--- src/rtl/dsp_pwm_pkg.sv ---
package dsp_pwm_pkg;

   typedef enum logic [1:0] {
      CMO_OFF    = 2'b00,
      CMO_FLIP   = 2'b01,
      CMO_CLR_UP = 2'b10,
      CMO_SET_UP = 2'b11
   } cmo_e;

   typedef enum logic [1:0] {
      ACT_HOLD = 2'b00,
      ACT_CLR  = 2'b01,
      ACT_SET  = 2'b10,
      ACT_INV  = 2'b11
   } act_e;

   localparam logic [3:0] FLIP_MODE_LO = 4'd8;
   localparam logic [3:0] FLIP_MODE_HI = 4'd11;

   function automatic logic mode_allows_flip(input logic [3:0] wm);
      return (wm >= FLIP_MODE_LO) && (wm <= FLIP_MODE_HI);
   endfunction

endpackage

--- src/rtl/dsp_match.sv ---
module dsp_match #(
   parameter int WIDTH = 16
) (
   input  logic             tick_en,
   input  logic [WIDTH-1:0] cnt_val,
   input  logic [WIDTH-1:0] cmp_val,
   input  logic [WIDTH-1:0] top_val,
   output logic             hit,
   output logic             cmp_is_top,
   output logic             cmp_is_zero
);
   localparam logic [WIDTH-1:0] ZERO = '0;

   always_comb begin
      hit         = tick_en && (cnt_val == cmp_val);
      cmp_is_top  = (cmp_val == top_val);
      cmp_is_zero = (cmp_val == ZERO);
   end
endmodule

--- src/rtl/dsp_action.sv ---
module dsp_action
   import dsp_pwm_pkg::*;
#(
   parameter bit CHAN_A = 1'b1
) (
   input  logic [1:0] cmo_sel,
   input  logic [3:0] wave_mode,
   input  logic       cnt_up,
   input  logic       hit,
   input  logic       cmp_is_top,
   input  logic       cmp_is_zero,
   output act_e       act,
   output logic       conn
);
   logic flip_ok;
   logic flip_mode;
   cmo_e sel;

   assign sel       = cmo_e'(cmo_sel);
   assign flip_mode = mode_allows_flip(wave_mode);

   generate
      if (CHAN_A) begin : g_flip
         assign flip_ok = flip_mode;
      end else begin : g_noflip
         assign flip_ok = 1'b0;
      end
   endgenerate

   always_comb begin
      unique case (sel)
         CMO_OFF:  conn = 1'b0;
         CMO_FLIP: conn = flip_ok;
         default:  conn = 1'b1;
      endcase
   end

   // Level applied on a match in the slope-dependent selections
   logic lvl;
   always_comb begin
      if (cmp_is_top)       lvl = ~cmo_sel[0];
      else if (cmp_is_zero) lvl = cmo_sel[0];
      else if (cnt_up)      lvl = cmo_sel[0];
      else                  lvl = ~cmo_sel[0];
   end

   always_comb begin
      act = ACT_HOLD;
      if (hit) begin
         unique case (sel)
            CMO_OFF:  act = ACT_HOLD;
            CMO_FLIP: act = flip_ok ? ACT_INV : ACT_HOLD;
            default:  act = lvl ? ACT_SET : ACT_CLR;
         endcase
      end
   end
endmodule

--- src/rtl/dsp_outreg.sv ---
module dsp_outreg
   import dsp_pwm_pkg::*;
(
   input  logic clk,
   input  logic rst_n,
   input  act_e act,
   output logic q
);
   always_ff @(posedge clk or negedge rst_n) begin
      if (!rst_n) q <= 1'b0;
      else begin
         unique case (act)
            ACT_HOLD: q <= q;
            ACT_CLR:  q <= 1'b0;
            ACT_SET:  q <= 1'b1;
            ACT_INV:  q <= ~q;
         endcase
      end
   end

   assert_hold_stable_R9: assert property (@(posedge clk) disable iff (!rst_n)
      (act == ACT_HOLD) |=> $stable(q));
   assert_inv_flips_R3: assert property (@(posedge clk) disable iff (!rst_n)
      (act == ACT_INV) |=> (q != $past(q)));
endmodule

--- src/rtl/dsp_pwm_out.sv ---
module dsp_pwm_out
   import dsp_pwm_pkg::*;
#(
   parameter int WIDTH  = 16,
   parameter bit CHAN_A = 1'b1
) (
   input  logic             clk,
   input  logic             rst_n,
   input  logic             tick_en,
   input  logic [WIDTH-1:0] cnt_val,
   input  logic             cnt_up,
   input  logic [WIDTH-1:0] cmp_val,
   input  logic [WIDTH-1:0] top_val,
   input  logic [3:0]       wave_mode,
   input  logic [1:0]       cmo_sel,
   output logic             pin_q,
   output logic             pin_conn
);
   localparam int MIN_W = 2;
   localparam int MAX_W = 32;

   generate
      if (WIDTH < MIN_W || WIDTH > MAX_W) begin : g_bad_width
         $error("dsp_pwm_out: WIDTH out of supported range");
      end
   endgenerate

   logic hit, cmp_is_top, cmp_is_zero;
   act_e act;

   dsp_match #(.WIDTH(WIDTH)) u_match (
      .tick_en     (tick_en),
      .cnt_val     (cnt_val),
      .cmp_val     (cmp_val),
      .top_val     (top_val),
      .hit         (hit),
      .cmp_is_top  (cmp_is_top),
      .cmp_is_zero (cmp_is_zero)
   );

   dsp_action #(.CHAN_A(CHAN_A)) u_action (
      .cmo_sel     (cmo_sel),
      .wave_mode   (wave_mode),
      .cnt_up      (cnt_up),
      .hit         (hit),
      .cmp_is_top  (cmp_is_top),
      .cmp_is_zero (cmp_is_zero),
      .act         (act),
      .conn        (pin_conn)
   );

   dsp_outreg u_reg (
      .clk   (clk),
      .rst_n (rst_n),
      .act   (act),
      .q     (pin_q)
   );

   assert_off_holds_R2: assert property (@(posedge clk) disable iff (!rst_n)
      (cmo_sel == 2'b00) |=> $stable(pin_q));
   assert_off_disc_R2: assert property (@(posedge clk) disable iff (!rst_n)
      (cmo_sel == 2'b00) |-> !pin_conn);
   assert_no_tick_R9: assert property (@(posedge clk) disable iff (!rst_n)
      !tick_en |=> $stable(pin_q));
   assert_top_const_R7: assert property (@(posedge clk) disable iff (!rst_n)
      (tick_en && cmo_sel[1] && cnt_val == cmp_val && cmp_val == top_val)
      |=> (pin_q == !$past(cmo_sel[0])));
   assert_clr_up_R5: assert property (@(posedge clk) disable iff (!rst_n)
      (tick_en && cmo_sel == 2'b10 && cnt_up && cnt_val == cmp_val
       && cmp_val != top_val && cmp_val != '0) |=> !pin_q);
endmodule

--- config.mk ---
export PLATFORM = sky130hd
export DESIGN_NAME = dsp_pwm_out
export DESIGN_NICKNAME = d
export VERILOG_FILES = /design/src/rtl/dsp_pwm_pkg.sv /design/src/rtl/dsp_match.sv /design/src/rtl/dsp_action.sv /design/src/rtl/dsp_outreg.sv /design/src/rtl/dsp_pwm_out.sv
export SDC_FILE = /design/constraint.sdc
export NUM_CORES = 1
export LEC_CHECK = 0
export BUFFER_PORTS_ARGS = -buffer_cell sky130_fd_sc_hd__buf_2
export CORE_UTILIZATION = 31
export DETAILED_ROUTE_END_ITERATION = 10
export PLACE_DENSITY = 0.81
export REMOVE_ABC_BUFFERS = 1
export SYNTH_ARGS = -nofsm -noshare
export SYNTH_HDL_FRONTEND = slang
export SYNTH_SLANG_ARGS = --single-unit
--- constraint.sdc ---
create_clock -name clk -period 1.4 [get_ports clk]
set_input_delay 0.14 -clock clk [delete_from_list [all_inputs] [get_ports clk]]
set_output_delay 0.14 -clock clk [all_outputs]
set_load 0.01 [all_outputs]
## Yosys cells after proc, flatten, opt, wreduce, memory -nomap -nowiden

Cells that the tools add are included.

| operators by class | value |
|---|---|
| reductions and logical operators | 5 |
| multiplexer cells | 9 |
| bitwise operators | 2 |
| order comparisons | 2 |
| eq/ne operators | 6 |

Operators by type and width:

| operator | count |
|---|---|
| $eq A16 B16 Y1 | 2 |
| $logic_not A16 Y1 | 1 |
| $mux W2 | 3 |
| $eq A2 B1 Y1 const B | 2 |
| $eq A2 B2 Y1 const B | 2 |
| $ge A4 B4 Y1 const B | 1 |
| $le A4 B4 Y1 const B | 1 |
| $logic_not A2 Y1 | 2 |
| $pmux W2 S2 | 1 |
| $mux W1 | 3 |
| $pmux W1 S3 | 1 |
| $logic_and A1 B1 Y1 | 2 |
| $not A1 Y1 | 2 |
| $pmux W1 S2 | 1 |

| word-level totals | value |
|---|---|
| input bits | 58 |
| logic and storage cells | 25 |
| bits in registers | 1 |

## Longest topological paths before layout

Gate-level depths: netlist of run 1.

| depth | value |
|---|---|
| depth after elaboration | 9 |
| mapped depth | 6 |
| depth with buffers taken out | 6 |

## Modules after synthesis

From an unflattened synthesis of run 1, not the netlist that was laid out.

| unflattened totals | value |
|---|---|
| cell total of the unflattened synthesis | 60 |
| area total of the unflattened synthesis | 481.7 um^2 |

Modules (own cells, without submodules):

| module | seq. area each (um^2) | cells an instance | times used | area each (um^2) |
|---|---|---|---|---|
| dsp_match | 0.0 | 48 | 1 | 386.6 |
| dsp_action | 0.0 | 9 | 1 | 61.3 |
| dsp_outreg | 25.0 | 3 | 1 | 33.8 |

## Worst setup path before layout of run 1

OpenSTA, ideal clock, no wires.

| timing path | value |
|---|---|
| kind | input to register |
| from | input port cmp_val[1] |
| to | register u_reg.q |
| data arrival time | 1.048 ns |
| stages on the path | 6 |
| data required time | 1.267 ns |
| setup time | 0.133 ns |
| path slack | 0.219 ns |
| cells stage by stage | xor2_1 -> nor4_1 -> nand3_1 -> nor4_1 -> o21ba_2 -> a311oi_1 |

| on the way | value |
|---|---|
| longest elaborated chain between the ends | 8 |
| elaborated cells between the ends (all ways) | 14 |
| classes of those cells | eq/ne (5); mux (6); reduce/logical (3) |

RTL lines:

| item | RTL line | RTL |
|---|---|---|
| start, declared | dsp_pwm_out.sv:12 | `input logic [WIDTH-1:0] cmp_val,` |
| $logic_not A16 Y1 | dsp_match.sv:17 | `cmp_is_zero = (cmp_val == ZERO);` |
| $mux W1 | dsp_action.sv:42 | `else if (cmp_is_zero) lvl = cmo_sel[0];` |
| $mux W1 | dsp_action.sv:41 | `if (cmp_is_top) lvl = ~cmo_sel[0];` |
| $mux W2 | dsp_action.sv:53 | `default: act = lvl ? ACT_SET : ACT_CLR;` |
| $pmux W2 S2 | dsp_action.sv:50 | `unique case (sel)` |
| $mux W2 * | dsp_action.sv:49 | `if (hit) begin` |
| $eq A2 B2 Y1 / $eq A2 B1 Y1 (equally long branches) | dsp_outreg.sv:12 | `unique case (act)` |
| $pmux W1 S3 | dsp_outreg.sv:12 |  |
| end signal, assigned | dsp_outreg.sv:13 | `ACT_HOLD: q <= q;` |
| end signal, assigned | dsp_outreg.sv:16 | `ACT_INV: q <= ~q;` |
| end, declared | dsp_outreg.sv:7 | `output logic q` |

Every way passes the cells marked *; elsewhere a longest branch is shown, timed or not.
A chain may end at the register's enable or synchronous reset.

## Worst setup path in the final report of run 1

| timing path | value |
|---|---|
| from | input port cmp_val[12] |
| to | register u_reg.q |

Same word-level chain as after synthesis.

==> flow_metrics.tcl, run 1 <==
set metrics [dict create \
    critPathMaxFanout 3 \
    synth_most_common_cell "xnor2_1" \
    synth_top_flop_cell "dfrtp_1" \
    critPathSlowestCell "nor4_2" \
    fin_util 0.609 \
    synth_cell_type_count 15 \
    synth_top_family_by_area "XOR/XNOR gates" \
    cp.arrival_ns 1.29 \
    synth.mux.area_fraction 0 \
    place.gp.congestion 0.701 \
    status "finished, violations left" \
    fill_cells 130 \
    netlist_area_um2 473 \
    cpPeakStageDelay_ns 0.28 \
    hold_viol 0 \
    vias 655 \
    finClkSkew_ns 0 \
    relSlewSlack 0.780 \
    drt_iter0_drc 2 \
    drv_slew 0 \
    crit_type "primary input to flop" \
    synth_top_area_share 0.315 \
    stdcell_count 136 \
    synth_compound_area_frac 0.0582 \
    violations "negative setup slack" \
    drt-pass1-iter-count 4 \
    multiInputGateArea_um2 464 \
    boundaryPins 60 \
    syn_avg_cell_area_um2 7.88 \
    rsz0062_at_grt "yes" \
    area_growth_pct 75.9 \
    cp.required_ns 1.26 \
    path_cells "buf_4 -> xor2_1 -> nor4_2 -> nand3_1 -> nor4_1 -> o21ba_2 -> a311oi_1" \
    wirelength_um 1450 \
    synth_adder_area_share 0 \
    placed_area_um2 800 \
    gr-usage-all-layers 0.174 \
    antenna_cells 0 \
    drc 0 \
    synth.yosys.seq_area_share 0.0529 \
    dp_hpwl_um 1330 \
    cp_top_family "simple AND/OR/NAND/NOR gates" \
    p_leak_nw 0.391 \
    worst_slew_pin_slew_ns 0.328 \
    yosys_warnings 0 \
    synth_area_leaders "xnor2_1, xor2_1, nor4_1, dfrtp_1, nand4_1" \
    power_per_cell_area_nw_per_um2 300 \
    regToRegSetupSlack_ns 0.31 \
    start_util 0.346 \
    yosysTopAreaCell "xnor2_1" \
    fin_crit_sh 1.02 \
    crit_buf_inv 1 \
    die-area_um2 1690 \
    ys_seq_elements 1 \
    grt_max_degree 4 \
    rows 13 \
    period_minus_slack_ns 1.43 \
    ant_nets 0 \
    post-place-cells 135 \
    yosys-top-cells-count "xnor2_1, xor2_1, nor4_1" \
    top_register "u_reg.q" \
    layout-drive-gt1-share 0.529 \
    synth_cells 60 \
    die_h_um 41.1 \
    fin_nets 181 \
    clk_pin_slew_ns 0 \
    postLayoutCellArea_um2 832 \
    synthSimpleGateAreaFrac 0.270 \
    synthArstFlopShare 1.00 \
    holdCritPathClass "primary input to flop" \
    fmax_mhz 700 \
    core_area_um2 1370 \
    reg.largest.list "u_reg.q (1)" \
    fin_ws_ns -0.0278 \
    grt_pass1_vias 568 \
    die_w_um 41.1 \
    critPathCaptureType "flop" \
    grt_remaining_overflow 0 \
    register_area_um2 25.0 \
    via_per_inst 4.82 \
    vdd_drop_max_mv 0.150 \
    antenna_found_initial 0 \
    synth_edf_count 0 \
    wire_per_inst_um 10.6 \
    synthXorXnorAreaFrac 0.611 \
    finalSetupViolCount 1 \
    grt_pass1_wl_um 2020 \
    largest_register_ffs 1 \
    p_total_w 0.000250 \
    start_kind "primary input" \
    clk_latency_ns 0 \
    port_buffers 57 \
    maxCapViolations 0 \
]
cell families after synthesis:
family,Yosys count
AOI/OAI and AO/OA,3
buffers and inverters,1
DFF,1
xor gates and xnor gates,33
and+or+nand+nor,22
final cells by class:
cell class                      count  area share
Multi-Input combinational cell     58       0.558
Timing Repair Buffer               61       0.385
Tap cell                           15      0.0226
Sequential cell                     1      0.0301
Inverter                            1     0.00451
placed cells by master, fill, tap and decap left out:
master         count
nand2b_1           1
xor2_1            16
dfrtp_1            1
o21ba_2            1
xnor2_2            1
and2_1             1
nand3_1            2
nor4_1             7
nor3_1             1
buf_2             56
dlygate4sd3_1      1
nor2_1             3
nand4_1            4
a41oi_1            1
buf_4              4
nand3b_1           1
xnor2_1           16
nor4_2             2
a311oi_1           1
inv_1              1
what timing repair did:
item                                    4_1_cts  5_1_grt
pin swaps                                     1        2
hold buffers                                  1        0
endpoints found under the setup margin        1        1
endpoints found under the hold margin         1        0
gates cloned                                  0        0
gates resized for setup                       2        2
setup buffers                                 0        0
through the flow:
| stage | hold WS, ns | TNS (ns) | worst slack (ns) |
|---|---|---|---|
| after floorplan | -0.156 | 0 | 0.219 |
| after global placement | -0.0844 | -0.0917 | -0.0917 |
| after detailed placement | -0.0787 | -0.151 | -0.151 |
| after CTS | 0.366 | -0.0743 | -0.0743 |
| after global routing | 0.391 | -0.168 | -0.168 |
| final | 0.361 | -0.0278 | -0.0278 |
where the power goes:
| part | internal (W) | switching [W] | leakage (nW) | total (W) |
|---|---|---|---|---|
| clock network | 0 | 0 | 0 | 0 |
| registers | 0.0000294 | 0.000000000816 | 0.0140 | 0.0000294 |
| logic | 0.000128 | 0.0000927 | 0.377 | 0.000220 |
worst paths after layout:
kind	end	cells past startpoint	startpoint
setup / recovery	u_reg.q	7	cmp_val[12]
hold / removal	u_reg.q	2	cmo_sel[1]
setup reg to reg	u_reg.q	4	u_reg.q
hold reg to reg	u_reg.q	2	u_reg.q
max in group asynchronous	u_reg.q	2	rst_n
min in group asynchronous	u_reg.q	2	rst_n
metal layers:
metal | vias up | share of wire | track usage
li1 | 342 | - | -
met1 | 279 | 0.39 | 0.203
met2 | 34 | 0.53 | 0.359
met3 | 0 | 0.087 | 0
met4 | 0 | 0 | 0
met5 | - | 0 | 0
No activity file was read; power rests on OpenSTA's default activity.
==> run 2: changes to the inputs <==
--- a/config.mk
+++ b/config.mk
@@ -12,4 +12,5 @@
 export REMOVE_ABC_BUFFERS = 1
 export SYNTH_ARGS = -nofsm -noshare
 export SYNTH_HDL_FRONTEND = slang
+export SYNTH_HIERARCHICAL = 1
 export SYNTH_SLANG_ARGS = --single-unit
==> flow_metrics.tcl, run 2 <==
set metrics [dict create \
    antenna_cells 0 \
    maxCapViolations 0 \
    worst_slew_pin_slew_ns 0.258 \
    yosys_warnings 6 \
    vias 734 \
    gr-usage-all-layers 0.232 \
    top_register "u_reg/q" \
    hold_viol 0 \
    cts_setup_buffers 0 \
    yosysTopAreaCell "xnor2_1" \
    grt_max_degree 5 \
    ant_nets 0 \
    fin_ws_ns -0.255 \
    layout_commonest_cell "buf_2" \
    synth_cell_type_count 16 \
    yosys-top-cells-count "xnor2_1, nand4_1, nor4_1" \
    worstReg2RegStart "u_reg/q" \
    relSlewSlack 0.827 \
    area_growth_pct 139 \
    wirelength_um 1980 \
    antenna_found_initial 0 \
    fill_cells 81 \
    synth_cells 60 \
    wl_met1_um 721 \
    fin_nets 191 \
    boundaryPins 60 \
    p_leak_nw 0.554 \
    route.met2.wl_um 1060 \
    finClkSkew_ns 0 \
    place_ws_ns -0.245 \
    start_kind "primary input" \
    critPathCaptureType "flop" \
    synth.yosys.seq_area_share 0.0519 \
    netlist_area_um2 482 \
    drt-pass1-iter-count 4 \
    synth_area_leaders "xnor2_1, nand4_1, nor4_1, xor2_1, dfrtp_1" \
    synth_edf_count 0 \
    dr_wl_met3_um 158 \
    wire_per_inst_um 13.6 \
    fin_crit_sh 1.18 \
    cp.arrival_ns 1.57 \
    critPathLaunch "top_val[3]" \
    status "finished, violations left" \
    tns_ns -0.255 \
    largest_register_ffs 1 \
    synth_most_common_cell "xnor2_1" \
    drc 0 \
    die-area_um2 1720 \
    die_h_um 41.4 \
    drv_slew 0 \
    fmax_mhz 604 \
    via_per_inst 5.03 \
    port_buffers 57 \
    holdCritPathClass "primary input to asynchronous set/reset pin" \
    rows 13 \
    vdd_drop_max_mv 0.195 \
    grt_pass1_vias 764 \
    synth_top_area_share 0.509 \
    syn_avg_cell_area_um2 8.03 \
    power_per_cell_area_nw_per_um2 315 \
    finalSetupViolCount 1 \
    die_w_um 41.4 \
    dp_hpwl_um 1530 \
    core_area_um2 1370 \
    start_util 0.353 \
    synth_top_flop_cell "dfrtp_1" \
    grt_remaining_overflow 0 \
    rsz0062_at_grt "yes" \
    drt_iter0_drc 4 \
    grt_pass1_wl_um 3270 \
    final_cell_mix "buf_2, buf_6, buf_4" \
    clk_pin_slew_ns 0 \
    critPathMaxFanout 2 \
    highest_layer "met4" \
    violations "negative setup slack" \
    period_minus_slack_ns 1.66 \
    reg.largest.list "u_reg/q (1)" \
    clk_latency_ns 0 \
    place.gp.congestion 0.808 \
    crit_type "primary input to flop" \
    synthArstFlopShare 1.00 \
    layout-drive-gt1-share 0.649 \
    ys_seq_elements 1 \
    cp.required_ns 1.32 \
]
## run 2: cell types whose count changed after synthesis, sizes merged, moves of 2 or more
cell,change
nand4,+3
nor4,-2
xor2,-12
xnor2,+11
nand2,+2
nand3,-2
## run 2: stage by stage
| stage | total power (W) | area, um^2 | utilization | hold slack (ns) | cells |
|---|---|---|---|---|---|
| finish | 0.000362 | 1150 | 0.842 | 0.464 | 146 |
| CTS | 0.000332 | 1070 | 0.780 | 0.463 | 146 |
| floorplan | 0.000126 | 482 | - | -0.156 | 60 |
| global placement | 0.000266 | 883 | 0.647 | -0.0845 | 145 |
| detailed placement | 0.000273 | 883 | 0.647 | -0.0825 | 145 |
| global route | 0.000385 | 1150 | 0.842 | 0.484 | 146 |
## run 2: critical path, stage by stage
cell,delay (ns)
buf_6,0.10
xnor2_2,0.18
nand4_1,0.15
nor4_2,0.27
o21bai_1,0.16
mux2i_1,0.26
and3b_1,0.20
a21oi_1,0.12
## run 2: cell type report
| class | count | area [um^2] | share of cell area |
|---|---|---|---|
| tap | 15 | 18.8 | 0.0163 |
| multi-input combinational | 59 | 568 | 0.494 |
| timing repair buffer | 71 | 538 | 0.468 |
| sequential | 1 | 25.0 | 0.0218 |
## run 2: repair_timing
action,in CTS,in global routing
setup endpoints to repair,1,1
hold buffers,1,0
pin swaps,17,9
resized for setup,32,15
hold endpoints to repair,1,0
## run 2: worst paths after layout
check                           to  slack (ns)  depth (start not counted)
max in group asynchronous  u_reg/q        0.85                          2
min                        u_reg/q        0.46                          2
max reg2reg                u_reg/q        0.74                          2
max                        u_reg/q       -0.26                          8
min reg2reg                u_reg/q        0.48                          1
min in group clk           u_reg/q        0.48                          1
## run 2: logic make-up (layout without fill, tap and decap cells)
logic type	Yosys count	count (layout)	synth area share
xor+xnor	32	32	0.582
buf+inv	0	71	0
flops	1	1	0.0519
compound gates	3	3	0.0416
mux	1	1	0.0208
simple gates	23	23	0.304
## run 2: power breakdown
| group | leakage, nW | total [W] | internal, W | switching, W |
|---|---|---|---|---|
| combinational | 0.540 | 0.000332 | 0.000211 | 0.000121 |
| sequential | 0.0140 | 0.0000295 | 0.0000294 | 0.0000000103 |
| clock | 0 | 0 | 0 | 0 |
| total | 0.554 | 0.000362 | 0.000241 | 0.000121 |
## run 2: layer usage
| layer | GRT usage | vias to the layer above |
|---|---|---|
| li1 | - | 360 |
| met1 | 0.266 | 329 |
| met2 | 0.456 | 41 |
| met3 | 0.0261 | 4 |
| met4 | 0.0387 | 0 |
| met5 | 0 | - |
==> run 3: changes to the inputs <==
--- a/config.mk
+++ b/config.mk
@@ -7,7 +7,9 @@
 export LEC_CHECK = 0
 export BUFFER_PORTS_ARGS = -buffer_cell sky130_fd_sc_hd__buf_2
 export CORE_UTILIZATION = 31
+export CTS_CLUSTER_SIZE = 24
 export DETAILED_ROUTE_END_ITERATION = 10
+export GPL_TIMING_DRIVEN = 0
 export PLACE_DENSITY = 0.81
 export REMOVE_ABC_BUFFERS = 1
 export SYNTH_ARGS = -nofsm -noshare
==> constraint.sdc (replaced) <==
create_clock -name clk -period 1.4 [get_ports clk]
set_input_delay 0.14 -clock clk [delete_from_list [all_inputs] [get_ports clk]]
set_output_delay 0.14 -clock clk [all_outputs]
set_load 0.1 [all_outputs]
==> flow_metrics.tcl, run 3 (synthesis results as in run 2) <==
set metrics [dict create \
    drt-pass1-iter-count 4 \
    place_ws_ns -0.224 \
    reg.largest.list "u_reg/q (1)" \
    maxCapViolations 0 \
    start_kind "primary input" \
    vias 667 \
    hold_viol 0 \
    holdCritPathClass "primary input to asynchronous set/reset pin" \
    p_comb_frac 0.908 \
    grt_pass1_wl_um 2880 \
    drc 0 \
    grt_remaining_overflow 0 \
    switching_share 0.372 \
    rows 13 \
    critPathMaxFanout 2 \
    fin_ws_ns -0.146 \
    crit_type "primary input to flop" \
    die-area_um2 1720 \
    p_leak_nw 0.465 \
    violations "negative setup slack" \
    cp.required_ns 1.32 \
    cp.arrival_ns 1.47 \
    layout-drive-gt1-share 0.613 \
    dp_hpwl_um 1360 \
    stdcell_count 134 \
    finalSetupViolCount 1 \
    place.gp.congestion 0.740 \
    core_area_um2 1370 \
    area_growth_pct 104 \
    port_buffers 57 \
    seq_power_share 0.092 \
    final_cell_mix "buf_2, xnor2_1, xnor2_2" \
    start_util 0.353 \
    vdd_drop_max_mv 0.178 \
    top_register "u_reg/q" \
    drv_slew 0 \
    critPathCaptureType "flop" \
    wirelength_um 1680 \
    fin_nets 179 \
    ant_nets 0 \
    die_w_um 41.4 \
    rsz0062_at_grt "yes" \
    status "finished, violations left" \
    finClkSkew_ns 0 \
    wire_per_inst_um 12.5 \
    largest_register_ffs 1 \
    gr-usage-all-layers 0.203 \
    grt_pass1_vias 722 \
    fin_crit_sh 1.10 \
    clkPwrFrac 0 \
    fmax_mhz 647 \
    relSlewSlack 0.669 \
    power_per_cell_area_nw_per_um2 326 \
    via_per_inst 4.98 \
    layout_commonest_cell "buf_2" \
    boundaryPins 60 \
    antenna_cells 0 \
    clk_latency_ns 0 \
    intPower_w 0.000201 \
    p_sw_w 0.000119 \
    post-place-cells 132 \
    grt_max_degree 5 \
    worst_slew_pin_slew_ns 0.500 \
    clk_pin_slew_ns 0 \
    drt_iter0_drc 4 \
    tns_ns -0.146 \
    die_h_um 41.4 \
    antenna_found_initial 0 \
    period_minus_slack_ns 1.55 \
]
## run 3: cell count changes in the layout (fill, tap and decap cells not counted), sizes merged
cell,change
buf,-12
## run 3: per-stage QoR
stage                     total power (W)  cell area [um^2]  hold WS [ns]   util
after detailed placement         0.000257               786       -0.0838  0.575
after global placement           0.000251               786       -0.0862  0.575
final                            0.000321               982         0.465  0.719
after global routing             0.000344               982         0.471  0.719
after floorplan                  0.000139               482        -0.156      -
after CTS                        0.000303               927         0.450  0.679
## run 3: power groups by stage
stage          clock network, W  logic (W)  registers (W)
2_1_floorplan                 0   0.000110      0.0000295
3_3_place_gp                  0   0.000221      0.0000295
3_5_place_dp                  0   0.000228      0.0000295
4_1_cts                       0   0.000274      0.0000295
5_1_grt                       0   0.000315      0.0000295
6_report                      0   0.000291      0.0000295
## run 3: path summary, 6_finish.rpt
path	slack, ns	cells past startpoint	end	from
max	-0.15	8	u_reg/q	top_val[3]
min	0.46	2	u_reg/q	rst_n
max reg2reg	0.72	2	u_reg/q	u_reg/q
min reg2reg	0.49	1	u_reg/q	u_reg/q
max in group asynchronous	0.85	2	u_reg/q	rst_n
min in group clk	0.49	1	u_reg/q	u_reg/q
## run 3: what timing repair did
action,4_1_cts,5_1_grt
setup buffers,0,1
setup endpoints to repair,1,1
hold endpoints to repair,1,0
hold buffers,1,0
cloned,0,0
pin swaps,12,8
gates resized for setup,25,11
## run 3: area by class of cell
type / count / area [um^2]
multi-input cells: 59 / 554
fillers: 113 / 384
well taps: 15 / 18.8
flip-flops and latches: 1 / 25.0
repair buffers: 59 / 384
## run 3: layer usage
layer	GRT usage	share of wire
met2	0.413	0.54
met4	0.0516	0.024
met1	0.218	0.36
met5	0	0
met3	0.0130	0.072
## run 3: worst max-delay path, cell delays in order
cell and delay [ns]:
buf_6 0.10, xnor2_2 0.13, nand4_1 0.14, nor4_1 0.25, o21bai_2 0.16, mux2i_1 0.24, and3b_1 0.21, a21oi_2 0.11
